## src/rtl/ssx_pkg.sv

```systemverilog
// Package ssx_pkg
// Shared types for the synchronous serial transceiver.
// Assumes: the frame settings are a small packed group that is registered as one unit.
package ssx_pkg;

    // Frame settings that stay fixed for the whole of a frame
    typedef struct packed {
        logic pol;        // 0: launch falling / capture rising / idle high
        logic msb_first;  // 1: high bit travels first
        logic invert;     // 1: line levels are complemented
    } ssx_cfg_t;

endpackage

```

## src/rtl/ssx_timing.sv

```systemverilog
// Module ssx_timing
// Generates the serial clock and the frame sequencing. A frame has 2*BITS half
// periods, and each half period lasts div+1 system cycles. Even halves hold the
// clock at the launch level (pol). Odd halves hold it at the capture level (~pol).
// The block emits one-cycle ticks for capture, launch and end of frame.
// Assumes: pol and div do not change while busy (the top guarantees this).
module ssx_timing #(
    parameter int BITS  = 8,
    parameter int DIV_W = 8
) (
    input  logic             clk,
    input  logic             rst_n,
    input  logic             start_ok,
    input  logic             pol,
    input  logic [DIV_W-1:0] div,
    output logic             busy,
    output logic             sclk,
    output logic             smp_tick,
    output logic             lch_tick,
    output logic             end_tick
);
    localparam int HALVES = 2 * BITS;
    localparam int HALF_W = $clog2(HALVES);

    logic [DIV_W-1:0]  div_cnt;
    logic [HALF_W-1:0] half_cnt;
    logic              tick;
    logic              last_half;

    // Decode the half-period boundary and classify the edge it produces
    always_comb begin
        tick      = busy && (div_cnt == div);
        last_half = (half_cnt == HALF_W'(HALVES - 1));
        smp_tick  = tick && !half_cnt[0];
        lch_tick  = tick && half_cnt[0] && !last_half;
        end_tick  = tick && last_half;
    end

    // Advance the divider, the half-period count and the serial clock level
    always_ff @(posedge clk) begin
        if (!rst_n) begin
            busy     <= 1'b0;
            half_cnt <= '0;
            div_cnt  <= '0;
            sclk     <= 1'b1;
        end else if (start_ok) begin
            busy     <= 1'b1;
            half_cnt <= '0;
            div_cnt  <= '0;
            sclk     <= pol;
        end else if (busy) begin
            if (tick) begin
                div_cnt <= '0;
                if (last_half) begin
                    busy <= 1'b0;
                    sclk <= ~pol;
                end else begin
                    half_cnt <= half_cnt + 1'b1;
                    sclk     <= ~sclk;
                end
            end else begin
                div_cnt <= div_cnt + 1'b1;
            end
        end else begin
            sclk <= ~pol;
        end
    end

endmodule

```

## src/rtl/ssx_datapath.sv

```systemverilog
// Module ssx_datapath
// Holds the transmit and receive shift registers. It loads the outgoing byte on a
// start, moves to the next outgoing bit on each launch tick, captures the
// incoming line on each capture tick, and publishes the received byte with a
// one-cycle done pulse at the end of the frame.
// Assumes: cfg is stable from load until end_tick.
module ssx_datapath
    import ssx_pkg::*;
#(
    parameter int BITS = 8
) (
    input  logic            clk,
    input  logic            rst_n,
    input  logic            load,
    input  logic [BITS-1:0] tx_data,
    input  ssx_cfg_t        cfg,
    input  logic            smp_tick,
    input  logic            lch_tick,
    input  logic            end_tick,
    input  logic            sdi,
    output logic            sdo,
    output logic [BITS-1:0] rx_data,
    output logic            done
);
    logic [BITS-1:0] tx_sh;
    logic [BITS-1:0] rx_sh;
    logic [BITS-1:0] load_val;
    logic [BITS-1:0] tx_next;
    logic [BITS-1:0] rx_next;
    logic            load_bit;
    logic            next_bit;
    logic            rx_bit;

    // Prepare the loaded word, the shifted word and the bit each exposes on the line
    always_comb begin
        load_val = tx_data ^ {BITS{cfg.invert}};
        load_bit = cfg.msb_first ? load_val[BITS-1] : load_val[0];
        tx_next  = cfg.msb_first ? (tx_sh << 1) : (tx_sh >> 1);
        next_bit = cfg.msb_first ? tx_next[BITS-1] : tx_next[0];
        rx_bit   = sdi ^ cfg.invert;
        rx_next  = cfg.msb_first ? {rx_sh[BITS-2:0], rx_bit}
                                 : {rx_bit, rx_sh[BITS-1:1]};
    end

    // Transmit shifter and line driver; the line rests high between frames
    always_ff @(posedge clk) begin
        if (!rst_n) begin
            tx_sh <= '0;
            sdo   <= 1'b1;
        end else if (load) begin
            tx_sh <= load_val;
            sdo   <= load_bit;
        end else if (lch_tick) begin
            tx_sh <= tx_next;
            sdo   <= next_bit;
        end else if (end_tick) begin
            sdo   <= 1'b1;
        end
    end

    // Receive shifter, published byte and end-of-frame pulse
    always_ff @(posedge clk) begin
        if (!rst_n) begin
            rx_sh   <= '0;
            rx_data <= '0;
            done    <= 1'b0;
        end else begin
            done <= end_tick;
            if (smp_tick) begin
                rx_sh <= rx_next;
            end
            if (end_tick) begin
                rx_data <= rx_sh;
            end
        end
    end

endmodule

```

## src/rtl/sync_serial_xcvr.sv

```systemverilog
// Module sync_serial_xcvr
// Top of the master-mode synchronous serial transceiver. It registers the frame
// settings and the divider value, which accept writes only while idle. It
// qualifies the start strobe and connects the timing and data path submodules.
// Assumes: sdi is driven by a partner that changes it on launch edges of sclk.
module sync_serial_xcvr
    import ssx_pkg::*;
#(
    parameter int DATA_W = 8,
    parameter int DIV_W  = 8
) (
    input  logic              clk,
    input  logic              rst_n,
    input  logic              cfg_we,
    input  logic              cfg_pol,
    input  logic              cfg_msb_first,
    input  logic              cfg_invert,
    input  logic [DIV_W-1:0]  cfg_div,
    input  logic [DATA_W-1:0] tx_data,
    input  logic              start,
    output logic [DATA_W-1:0] rx_data,
    output logic              busy,
    output logic              done,
    output logic              sclk,
    output logic              sdo,
    input  logic              sdi
);
    ssx_cfg_t         cfg_q;
    ssx_cfg_t         cfg_d;
    logic [DIV_W-1:0] div_q;
    logic [DIV_W-1:0] div_d;
    logic             cfg_ok;
    logic             start_ok;
    logic             smp_tick;
    logic             lch_tick;
    logic             end_tick;

    // Accept strobes only while idle; a same-cycle write applies to the new frame
    always_comb begin
        cfg_ok   = cfg_we && !busy;
        start_ok = start && !busy;
        cfg_d    = cfg_ok ? '{pol: cfg_pol, msb_first: cfg_msb_first, invert: cfg_invert}
                          : cfg_q;
        div_d    = cfg_ok ? cfg_div : div_q;
    end

    // Settings registers, frozen while a frame runs
    always_ff @(posedge clk) begin
        if (!rst_n) begin
            cfg_q <= '0;
            div_q <= '0;
        end else begin
            cfg_q <= cfg_d;
            div_q <= div_d;
        end
    end

    ssx_timing #(
        .BITS  (DATA_W),
        .DIV_W (DIV_W)
    ) u_timing (
        .clk      (clk),
        .rst_n    (rst_n),
        .start_ok (start_ok),
        .pol      (cfg_d.pol),
        .div      (div_d),
        .busy     (busy),
        .sclk     (sclk),
        .smp_tick (smp_tick),
        .lch_tick (lch_tick),
        .end_tick (end_tick)
    );

    ssx_datapath #(
        .BITS (DATA_W)
    ) u_datapath (
        .clk      (clk),
        .rst_n    (rst_n),
        .load     (start_ok),
        .tx_data  (tx_data),
        .cfg      (cfg_d),
        .smp_tick (smp_tick),
        .lch_tick (lch_tick),
        .end_tick (end_tick),
        .sdi      (sdi),
        .sdo      (sdo),
        .rx_data  (rx_data),
        .done     (done)
    );

endmodule

```

## config.mk

```make
export PLATFORM = sky130hd
export DESIGN_NAME = sync_serial_xcvr
export DESIGN_NICKNAME = d
export VERILOG_FILES = /design/src/rtl/ssx_pkg.sv /design/src/rtl/ssx_timing.sv /design/src/rtl/ssx_datapath.sv /design/src/rtl/sync_serial_xcvr.sv
export SDC_FILE = /design/constraint.sdc
export NUM_CORES = 1
export LEC_CHECK = 0
export BUFFER_PORTS_ARGS = -buffer_cell sky130_fd_sc_hd__buf_2
export CORE_MARGIN = 5
export CORE_UTILIZATION = 30
export CTS_CLUSTER_SIZE = 20
export DETAILED_ROUTE_END_ITERATION = 16
export PLACE_DENSITY = 0.46
export SETUP_SLACK_MARGIN = 0.3
export SYNTH_ARGS = -nofsm -noshare
export SYNTH_HDL_FRONTEND = slang
export SYNTH_SLANG_ARGS = --single-unit
export TNS_END_PERCENT = 30
```

## constraint.sdc

```tcl
create_clock -name clk -period 2.6 [get_ports clk]
set_input_delay 0 -clock clk [delete_from_list [all_inputs] [get_ports clk]]
set_output_delay 0 -clock clk [all_outputs]
set_load 0.01 [all_outputs]
```

[After elaboration in Yosys (flattened, before gate mapping)]
Index checks and enable logic that the tools add are counted.
Storage, ports and cells
  register bits after elaboration: 51
  input bits: 24
  output and inout bits: 12
  word-level logic and storage cells: 58
Cells by class
  add/subtract/negate cells: 2
  equality and inequality tests: 3
  multiplexer cells: 20
  bitwise operators: 6
  reduce and logical (&&, ||, !) cells: 14
Operator list (number)
  two-way mux 8 bit: 6
  two-way mux 1 bit: 13
  adder 8 x 1 -> 8 bit, second input constant: 1
  equality test 8 bit: 1
  bitwise XOR 8 bit: 1
  logical AND 1 bit: 7
  adder 4 x 1 -> 4 bit, second input constant: 1
  equality test 4 bit, second input constant: 1
  NOT 1 bit: 4
  logical NOT 1 bit: 3
  two-way mux 3 bit: 1
  != test 3 bit, second input constant: 1
  AND reduction 3 bit: 1
  nonzero test 3 bit: 1
  nonzero test 2 bit: 1
  OR reduction 2 bit: 1
  bitwise XOR 1 bit: 1

[Longest topological paths before layout]
  word-level depth: 9
  depth in mapped cells: 7
  depth with buffers taken out: 6

[By module]
Synthesis repeated with hierarchy kept, for this count alone.
Unflattened totals
  cells, all modules: 281
  area total of the unflattened synthesis: 2656.3 sq um
Modules (own cells, without submodules)
  ssx_datapath: instances 1, cells each 129, area an instance 1277.5 sq um, sequential area each 520.5 sq um
  ssx_timing: instances 1, cells each 90, area an instance 777.0 sq um, sequential area each 280.3 sq um
  sync_serial_xcvr: instances 1, cells each 62, area an instance 601.8 sq um, sequential area each 220.2 sq um

[Least setup slack after synthesis]
No wires, ideal clock.
  path type: reg-to-reg
  from: reg u_timing.div_cnt[0]
  to: reg u_datapath.tx_sh[0]
  setup time: 0.066 ns
  arrival: 1.594 ns
  data required time: 2.534 ns
  path slack: 0.939 ns
  cell stages (with the launch flop): 6
  path buffers: 0
  clock period less this slack: 1.661 ns
  cells stage by stage: dfxtp_1 xnor2_1 nand4_2 nor4_4 mux2_4 a21oi_2
On the way
  word-level cells in the longest chain between the ends: 5
Ends and longest elaborated chain
  start: declaration: RTL line ssx_timing.sv:25  | logic [DIV_W-1:0] div_cnt;
  start signal: assignment: RTL line ssx_timing.sv:62  | div_cnt <= div_cnt + 1'b1;
  equality test 8 bit: RTL line ssx_timing.sv:32  | tick = busy && (div_cnt == div);
  logical AND 1 bit: RTL line ssx_timing.sv:32
  logical AND 1 bit (2 in a row): RTL line ssx_timing.sv:35  | lch_tick = tick && half_cnt[0] && !last_half;
  nonzero test 2 bit (no source line)
  end signal: assignment: RTL line ssx_datapath.sv:51  | tx_sh <= load_val;
  end signal: assignment: RTL line ssx_datapath.sv:54  | tx_sh <= tx_next;
  end: declaration: RTL line ssx_datapath.sv:25  | logic [BITS-1:0] tx_sh;
Every way passes these cells.
A chain may end at the register's enable or synchronous reset.

[Final worst setup path]
  from: reg u_timing.half_cnt[0]
  to: reg u_datapath.sdo
On the way
  word-level cells in the longest chain between the ends: 5
  elaborated cells on any way between the ends: 8
  those cells by class: 1 x eq/ne; 2 x mux; 5 x reduce/logical
Ends and longest elaborated chain
  start: declaration: RTL line ssx_timing.sv:26  | logic [HALF_W-1:0] half_cnt;
  start signal: assignment: RTL line ssx_timing.sv:58  | half_cnt <= half_cnt + 1'b1;
  equality test 4 bit: RTL line ssx_timing.sv:33  | last_half = (half_cnt == HALF_W'(HALVES - 1));
  logical NOT 1 bit: RTL line ssx_timing.sv:35
  logical AND 1 bit: RTL line ssx_timing.sv:35
  two-way mux 1 bit: RTL line ssx_datapath.sv:53  | end else if (lch_tick) begin
  two-way mux 1 bit: RTL line ssx_datapath.sv:50  | end else if (load) begin
  end signal: assignment: RTL line ssx_datapath.sv:52  | sdo <= load_bit;
  end signal: assignment: RTL line ssx_datapath.sv:55  | sdo <= next_bit;
  end: declaration: RTL line ssx_datapath.sv:21  | output logic sdo,
Parallel ways exist; a longest one is shown, timed or not.

==> summary.md <==
| Metric | Value |
|---|---|
| Status | `finished clean` |
| Worst Path Required | `2.80 ns` |
| Share of cells above drive strength 1 | `19.56%` |
| Worst R2R Path Depth | `6` |
| Ys async rst share | `0%` |
| Multi-input logic area | `1424 sq um` |
| DRC Markers | `0` |
| Placed inst area | `2800 sq um` |
| Hold Slack | `0.02533 ns` |
| RSZ-0062 raised after global routing | `false` |
| Initial Utilization | `31.06%` |
| Ant diodes | `0` |
| Minimum clock period | `1.957 ns` |
| Reg-to-Reg Start | `u_timing.half_cnt[0]$_SDFFE_PP0P_` |
| VDD IR max | `0.1839 mV` |
| Ys flop type | `dfxtp_1` |
| Fmax | `511.0 MHz` |
| CP Capture Type | `flop` |
| Placer Congestion | `0.7637` |
| Number of enable flip-flop cells after synthesis | `0` |
| Clock buffer depth | `2` |
| Largest net degree at the start of global routing | `32` |
| Antenna Nets Post-Route | `0` |
| Die footprint | `10500 sq um` |
| Mean Syn Cell Area | `9.193 sq um` |
| Slew at the pin closest to its max-slew limit | `1.096 ns` |
| Cell-internal power | `1.199 mW` |
| # IOs | `36` |
| Critical path class | `flop to flop` |
| Sequential share of the synthesized area | `39.80%` |
| Grt ovf | `0` |
| Switch Pwr | `0.5371 mW` |
| Most common cell after layout, fill and taps aside | `dfxtp_1` |
| Clock Power Share | `28.9%` |
| Crit path max fanout | `13` |
| Gr usage total | `11.96%` |
| Clk pin slew, worst setup/hold paths | `0.10 ns` |
| Synth Net Count | `305` |
| Clock Skews | `0.007503 ns` |
| Max-cap viol count | `0` |
| Synth cell types | `50` |
| Cts bufs inserted | `5` |
| Setup violations, final | `0` |
| Hold endpoint | `cfg_q[2]$_SDFF_PN0_` |
| Crit path max-delay cell type | `a31oi_2` |
| Setup TNS | `0 ns` |
| Hold_sp | `cfg_pol` |
| CTS H-tree depth | `2` |
| Initial antenna violation count | `0` |
| Commonest cells after routing, fill and taps aside | `51 x dfxtp_1, 38 x nand2_1, 35 x buf_2, 31 x nor2_1` |
| Reg2Reg Capture Point | `u_datapath.sdo$_SDFFE_PN1P_` |
| Data arrival, critical path | `2.16 ns` |
| Leak | `1.106 nW` |
| Global-route wire length before repair | `9977 um` |
| CP max stage delay | `0.55 ns` |
| Crit path cell chain | `ha_1 -> nand3_1 -> and3_1 -> a31oi_2 -> nor4b_1 -> a31oi_1` |
| Max-slew headroom | `26.84%` |
| Pwr Total | `1.736 mW` |
| Root Buffer | `clkbuf_8` |
| Post-CTS Hold Buffers | `8` |
| Core box area | `8258 sq um` |
| CP bufs+invs | `0` |
| Post_cts resized | `0` |
| Switching Share | `30.94%` |
| Initial DRC count | `79` |
| Critical Path Start Type | `flop` |
| Drt first pass iters | `4` |
| Comb pwr share | `20.7%` |
| Fin nets | `342` |
| Hold path cells | `3` |
| Vias per Instance | `4.848` |
| Fill count | `865` |
| Setup Buffers After CTS | `0` |
| Final slew viol count | `0` |
| Sequential share of power | `50.4%` |
| FF+latch area | `1021 sq um` |
| Final instance area | `2979 sq um` |
| Routed via count | `2046` |
| Final Cycle Share | `75.27%` |
| Vias in the first global route | `2031` |
| CTS tree | `built` |
| Chip Height | `102.5 um` |
| IO buf count | `35` |
| Hold Crit Class | `input pin to flop` |
| Syn Std Cell Area | `2565 sq um` |
| Hold Fails Final Rpt | `0` |
| Clk sinks | `51` |
| #FFs+latches synth | `51` |
| Internal reg-to-reg setup slack | `0.64 ns` |
| Crit path max-delay family | `simple AND/OR/NAND/NOR gates` |
| DR WL/cell | `13.95 um` |
| Clk_lat worst skew | `0.31 ns` |
| Hpwl dp | `4206 um` |
| Final wirelength | `5886 um` |
| Rows | `33` |
| Synth warnings | `0` |
| Die W | `102.5 um` |
| Pwr Density | `582.7 nW/um^2` |
| Post-Synthesis Cells | `279` |
| Synthesis-to-finish area growth | `16.15%` |
-- layout make-up --
| type | instances | share of cell area, % |
|---|---|---|
| flip-flops and latches | 51 | 34.27 |
| repair buffers | 47 | 9.576 |
| clock inverters | 2 | 0.5460 |
| clock buffers | 6 | 2.772 |
| well taps | 105 | 4.410 |
| multi-input cells | 206 | 47.80 |
| inverters | 5 | 0.6300 |
-- sequential cells by signal (all words and copies together), names as in the netlist --
register / flops
div_q: 8
u_datapath.rx_data: 8
u_datapath.rx_sh: 8
u_datapath.tx_sh: 8
u_timing.div_cnt: 8
u_timing.half_cnt: 4
cfg_q: 3
u_datapath.done: 1
u_datapath.sdo: 1
u_timing.busy: 1
u_timing.sclk: 1
-- synth_stat cells, types with 2 or more instances --
| master | number | area share (%) |
|---|---|---|
| clkbuf_1 | 7 | 1.0 |
| nand4_1 | 4 | 0.98 |
| o21ai_1 | 8 | 1.6 |
| buf_6 | 4 | 1.8 |
| and3_1 | 3 | 0.73 |
| xnor2_1 | 19 | 6.5 |
| a31oi_1 | 5 | 1.2 |
| dfxtp_1 | 51 | 40 |
| buf_4 | 2 | 0.59 |
| a21oi_1 | 10 | 2.0 |
| nand4_2 | 2 | 0.98 |
| nor3_1 | 2 | 0.39 |
| xor2_1 | 5 | 1.7 |
| nand3_1 | 3 | 0.59 |
| mux2i_1 | 19 | 7.4 |
| ha_1 | 2 | 0.98 |
| nor2b_1 | 2 | 0.49 |
| a211oi_2 | 2 | 0.98 |
| a31o_1 | 7 | 2.4 |
| a21o_1 | 2 | 0.59 |
| nand2b_1 | 3 | 0.73 |
| a311oi_2 | 2 | 1.2 |
| a311oi_1 | 6 | 2.0 |
| nor2_1 | 31 | 4.5 |
| a211oi_1 | 5 | 1.5 |
| inv_1 | 5 | 0.73 |
| buf_2 | 4 | 0.78 |
| and4_1 | 5 | 1.7 |
| nand2_1 | 38 | 5.6 |
-- logic make-up after synthesis --
family          after synthesis  share of synthesized area, %
simple gates                101                         19.90
flops                        51                         39.80
mux                          22                         9.317
buf+inv                      22                         4.878
fa+ha+maj                     2                        0.9755
xor+xnor                     24                         8.195
compound gates               57                         16.93
-- metal layers --
layer | track usage [%] | routed length [um]
met2 | 19.66 | 2700
met5 | 0 | 0
met4 | 3.633 | 73
met1 | 15.63 | 2806
met3 | 2.662 | 305
-- power by group through the flow --
stage	combinational, mW	sequential [mW]	clock, mW
detailed placement	0.351	0.893	0
CTS	0.362	0.875	0.523
floorplan	0.279	0.884	0
global route	0.404	0.883	0.553
finish	0.359	0.874	0.502
global placement	0.350	0.894	0
-- metrics by stage --
| stage | utilization, % | std cells | setup WS (ns) |
|---|---|---|---|
| floorplan | - | 279 | 0.9392 |
| global placement | 33.91 | 406 | 0.6881 |
| detailed placement | 33.91 | 406 | 0.6491 |
| CTS | 36.08 | 422 | 0.6372 |
| global route | 36.08 | 422 | 0.4482 |
| finish | 36.08 | 422 | 0.6430 |
-- how the worst max path moves through the flow --
stage	from	endpoint	slack, ns	depth (start not counted)
after floorplan	u_timing.div_cnt[0]$_SDFFE_PP0P_	u_datapath.tx_sh[0]$_SDFFE_PN0P_	0.94	5
after global placement	u_timing.div_cnt[0]$_SDFFE_PP0P_	u_datapath.rx_data[2]$_SDFFE_PN0P_	0.69	6
after detailed placement	u_timing.half_cnt[0]$_SDFFE_PP0P_	u_datapath.sdo$_SDFFE_PN1P_	0.65	6
after CTS	u_timing.half_cnt[0]$_SDFFE_PP0P_	u_datapath.sdo$_SDFFE_PN1P_	0.64	6
after global routing	u_timing.half_cnt[0]$_SDFFE_PP0P_	u_datapath.sdo$_SDFFE_PN1P_	0.45	6
final	u_timing.half_cnt[0]$_SDFFE_PP0P_	u_datapath.sdo$_SDFFE_PN1P_	0.64	6
-- worst min-delay path: cells and delay by family --
family        cells  cell delay [ns]
mux               1             0.11
simple gates      1             0.10
buf+inv           1             0.09
(Power assumes the default switching activity.)
